### src/rtl/ksub_pkg.sv
package ksub_pkg;
  // Classification of a contiguous span of bits, read from its high end down.
  typedef enum logic [1:0] {
    SPAN_ZERO = 2'd0,  // all zeros
    SPAN_ONE  = 2'd1,  // all ones
    SPAN_ZONE = 2'd2,  // one or more zeros above one or more ones
    SPAN_MIX  = 2'd3   // anything else
  } span_e;

  function automatic span_e span_of_bit(input logic b);
    return b ? SPAN_ONE : SPAN_ZERO;
  endfunction

  // Concatenate a higher span over a lower span (associative).
  function automatic span_e span_join(input span_e hi, input span_e lo);
    span_e r;
    case (hi)
      SPAN_ZERO: r = (lo == SPAN_ZERO) ? SPAN_ZERO :
                     (lo == SPAN_MIX)  ? SPAN_MIX  : SPAN_ZONE;
      SPAN_ONE:  r = (lo == SPAN_ONE)  ? SPAN_ONE  : SPAN_MIX;
      SPAN_ZONE: r = (lo == SPAN_ONE)  ? SPAN_ZONE : SPAN_MIX;
      default:   r = SPAN_MIX;
    endcase
    return r;
  endfunction
endpackage

### src/rtl/ksub_scan.sv
// Inclusive span class of bits [i:0] for every i, as a tree or a ripple chain.
module ksub_scan #(
  parameter int W    = 16,
  parameter int TREE = 1
) (
  input  logic [W-1:0]   word,
  output ksub_pkg::span_e incl [W]
);
  import ksub_pkg::*;

  if (TREE != 0) begin : g_tree
    localparam int LVL = (W > 1) ? $clog2(W) : 1;
    span_e lv [LVL+1][W];
    for (genvar i = 0; i < W; i++) begin : g_leaf
      assign lv[0][i] = span_of_bit(word[i]);
    end
    for (genvar d = 0; d < LVL; d++) begin : g_lvl
      for (genvar i = 0; i < W; i++) begin : g_node
        if (i >= (1 << d)) begin : g_join
          assign lv[d+1][i] = span_join(lv[d][i], lv[d][i-(1<<d)]);
        end else begin : g_pass
          assign lv[d+1][i] = lv[d][i];
        end
      end
    end
    for (genvar i = 0; i < W; i++) begin : g_out
      assign incl[i] = lv[LVL][i];
    end
  end else begin : g_ripple
    span_e chain [W];
    assign chain[0] = span_of_bit(word[0]);
    for (genvar i = 1; i < W; i++) begin : g_link
      assign chain[i] = span_join(span_of_bit(word[i]), chain[i-1]);
    end
    for (genvar i = 0; i < W; i++) begin : g_out
      assign incl[i] = chain[i];
    end
  end
endmodule

### src/rtl/ksub_step.sv
// Pivot selection and move/borrow rewrite of the word.
module ksub_step #(
  parameter int W = 16
) (
  input  logic [W-1:0]    word,
  input  ksub_pkg::span_e incl [W],
  output logic [W-1:0]    next,
  output logic            last
);
  import ksub_pkg::*;
  localparam int CW = $clog2(W + 1) + 1;

  logic [W-1:0]  pv;
  logic [W-1:0]  lowmask;
  logic [W-1:0]  run;
  logic [CW-1:0] tcnt;
  logic [CW-1:0] shamt;

  always_comb begin
    pv = '0;
    for (int i = 1; i < W; i++) begin
      if (word[i] && (incl[i-1] == SPAN_ZERO || incl[i-1] == SPAN_ZONE))
        pv[i] = 1'b1;
    end
    last    = ~|pv;
    lowmask = pv - 1'b1;
    tcnt    = CW'($countones(word & lowmask));
    shamt   = tcnt + 1'b1;
    run     = lowmask & ~(lowmask >> shamt);
    next    = last ? word : ((word & ~(pv | lowmask)) | run);
  end
endmodule

### src/rtl/ksub_seed.sv
// Starting word: rows ones placed just above cols zeros.
module ksub_seed #(
  parameter int W    = 16,
  parameter int CNTW = 5
) (
  input  logic [CNTW-1:0] rows,
  input  logic [CNTW-1:0] cols,
  output logic [W-1:0]    seed
);
  logic [W:0] ones_ext;
  always_comb begin
    ones_ext = ({{W{1'b0}}, 1'b1} << rows) - 1'b1;
    seed     = ones_ext[W-1:0] << cols;
  end
endmodule

### src/rtl/ksub_next_gen.sv
module ksub_next_gen #(
  parameter int  W       = 16,
  parameter int  TREE    = 1,
  parameter int  REG_OUT = 1,
  localparam int CNTW    = $clog2(W + 1)
) (
  input  logic            clk,
  input  logic            rst,
  input  logic [W-1:0]    cur_word,
  input  logic [CNTW-1:0] num_rows,
  input  logic [CNTW-1:0] num_cols,
  output logic [W-1:0]    next_word,
  output logic            last_flag,
  output logic [W-1:0]    init_word
);
  import ksub_pkg::*;

  span_e      incl [W];
  logic [W-1:0] nxt_c;
  logic         last_c;
  logic [W-1:0] seed_c;

  ksub_scan #(.W(W), .TREE(TREE)) u_scan (.word(cur_word), .incl(incl));
  ksub_step #(.W(W)) u_step (.word(cur_word), .incl(incl), .next(nxt_c), .last(last_c));
  ksub_seed #(.W(W), .CNTW(CNTW)) u_seed (.rows(num_rows), .cols(num_cols), .seed(seed_c));

  if (REG_OUT != 0) begin : g_reg
    always_ff @(posedge clk) begin
      if (rst) begin
        next_word <= '0;
        last_flag <= 1'b0;
        init_word <= '0;
      end else begin
        next_word <= nxt_c;
        last_flag <= last_c;
        init_word <= seed_c;
      end
    end
  end else begin : g_comb
    assign next_word = nxt_c;
    assign last_flag = last_c;
    assign init_word = seed_c;
  end
endmodule

### config.mk
export PLATFORM = sky130hd
export DESIGN_NAME = ksub_next_gen
export DESIGN_NICKNAME = d
export VERILOG_FILES = /design/src/rtl/ksub_pkg.sv /design/src/rtl/ksub_scan.sv /design/src/rtl/ksub_step.sv /design/src/rtl/ksub_seed.sv /design/src/rtl/ksub_next_gen.sv
export SDC_FILE = /design/constraint.sdc
export NUM_CORES = 1
export LEC_CHECK = 0
export BUFFER_PORTS_ARGS = -buffer_cell sky130_fd_sc_hd__buf_2
export CELL_PAD_IN_SITES_DETAIL_PLACEMENT = 1
export CELL_PAD_IN_SITES_GLOBAL_PLACEMENT = 2
export CORE_MARGIN = 2
export CORE_UTILIZATION = 32
export CTS_BUF_LIST = sky130_fd_sc_hd__clkbuf_16
export DETAILED_ROUTE_END_ITERATION = 16
export PLACE_DENSITY_LB_ADDON = 0.2
export RECOVER_POWER = 100
export SLEW_MARGIN = 10
export SYNTH_ARGS = -nofsm -noshare
export SYNTH_HDL_FRONTEND = slang
export SYNTH_HIERARCHICAL = 1
export SYNTH_SLANG_ARGS = --single-unit
### constraint.sdc
create_clock -name clk -period 9.06 [get_ports clk]
set_input_delay 1.812 -clock clk [delete_from_list [all_inputs] [get_ports clk]]
set_output_delay 1.812 -clock clk [all_outputs]
set_load 0.1 [all_outputs]
==> run metrics <==
status=finished, final reports clean; gr usage total=22.5%; # placed instances=959; CP required=9270 ps; data arrival time of the worst path=8970 ps; TritonRoute pass-1 iters=5; Cells after Synth=655; Setup violations, final=0; syn_area_per_cell=7.81 µm²; clock sink total=33; full die area=17000 µm²; unrepaired setup endpoints after global routing=no; final total power=2.05 mW; Gate power share=83.3%; layout cells sized above 1=23.6%; largest net degree at the start of global routing=34; Max Cap Viol=0; n_diodes=0; Slew Limit Headroom=16.1%; Clock Path Buffers=2; internal cell power=1.04 mW; area delta synth->final=20.3%; setup TNS=0 ps; Die H=130 µm; worst setup margin=309 ps; crit path time final=8750 ps; Power Density=333 nW/µm²; Clock Tree Root=clkbuf_16; vias in the first global route=5676; grt total ovfl=0; hpwl dp=14.8 mm; period utilisation layout=96.6%; detailed-route vias per instance=5.73; Routed WL=19.0 mm; CP Capture Type=register; drt wl/cell=19.6 µm; fillers=2012; row cnt=46; Fmax=114 MHz; CP Max Fanout=5; final instance area=6150 µm²; syn_nets=725; HP Class=input pin to register; mapped cell area=5110 µm²; Worst Max-Slew Pin Slew=1260 ps; I/O Buffers=60; DRC violations left=0; Post-DRT Antenna Nets=0; routability cong.=0.954; worst vdd ir=0.245 mV; first-pass GRT wire length=30.0 mm; clock slew at the register clock pins of the worst setup and hold paths=50 ps; Area after DPL=6020 µm²; cell at the slowest stage of the critical path=mux4_2; CTS Buf Count=5; Die X-Extent=130 µm; Core ar.=15800 µm²; Final Non-Filler Cells=969; CTS H-tree depth=2; critical path type=input pin to register; Fin. Hold Viols=0; sw frac=49.0%; via count=5551; critical path launch point type=input pin; Initial Utilization=32.4%; # IOs=61; delay of the slowest critical-path stage=580 ps; initial antenna violation count=0; leakage power=2.53 nW; worst slack, placed=-425 ps; sequential share of power=8.7%; Critical Path Most Common Cell=fa_1; Clock Power Share=8.0%; Final nets=822; CTS tree=done; yosys warns=6; pins over their slew limit=0; initial DRC count=404; Switch Pwr=1.00 mW
## layout by cell type (no fill, tap or decap), drive strengths merged, types with 17 or more instances in the layout
master,n
a21oi,30
buf,107
clkbuf,40
dfxtp,33
ha,34
inv,31
mux2i,17
mux4,17
nand2,54
nand2b,26
nor2,48
nor2b,44
o21ai,42
## worst paths after layout
check	start	end	depth (start not counted)
worst min-delay path	num_cols[4]	init_word[9]	3
worst max-delay path	cur_word[8]	next_word[0]	27
## per-stage QoR
stage	utilization (%)	hold slack, ps
floorplan	-	1880
global placement	38.1	2240
detailed placement	38.1	2250
global route	39.0	1970
finish	39.0	1950
CTS	39.1	1960
## state kept, by name, summed over array words and instances, names as in the netlist
register	flops
last_flag	1
init_word	16
next_word	16
## worst max-delay path, delay by kind of cell
family / cells / cell delay [ps]
AOI/OAI and AO/OA: 4 / 950
xor gates and xnor gates: 1 / 280
adders and majority gates: 8 / 3500
buffers and inverters: 4 / 380
muxes: 1 / 580
and+or+nand+nor: 9 / 1460
## power by group through the flow
stage | registers (mW) | logic, mW | clock network [mW]
after floorplan | 0.357 | 0.988 | 0
after global placement | 0.181 | 1.61 | 0
after detailed placement | 0.181 | 1.64 | 0
after CTS | 0.178 | 1.65 | 0.169
after global routing | 0.182 | 1.82 | 0.176
final | 0.179 | 1.70 | 0.163
## layout make-up
type,instances,area [µm²],share of cell area (%)
flip-flops and latches,33,661,10.7
clock buffers,5,125,2.03
clock inverters,3,17.5,0.285
well taps,216,270,4.39
inverters,32,121,1.97
multi-input cells,538,4060,66.0
repair buffers,142,898,14.6
## layer usage
metal  share of wire (%)  vias to the layer above  wire length (µm)  GRT usage [%]
li1                    -                     2601                 -              -
met1                  44                     2724              8310           28.4
met2                  49                      173              9240           39.6
met3                 4.0                       53               750           2.20
met4                 3.5                        0               666           8.64
met5                   0                        -                 0              0
## repair_timing
action                                  4_1_cts  5_1_grt
resized for setup                             3        9
hold buffers                                  0        0
endpoints found under the setup margin        2       16
pin swaps                                     0        2
setup buffers                                 0        2
No activity file was read; power rests on OpenSTA's default activity.
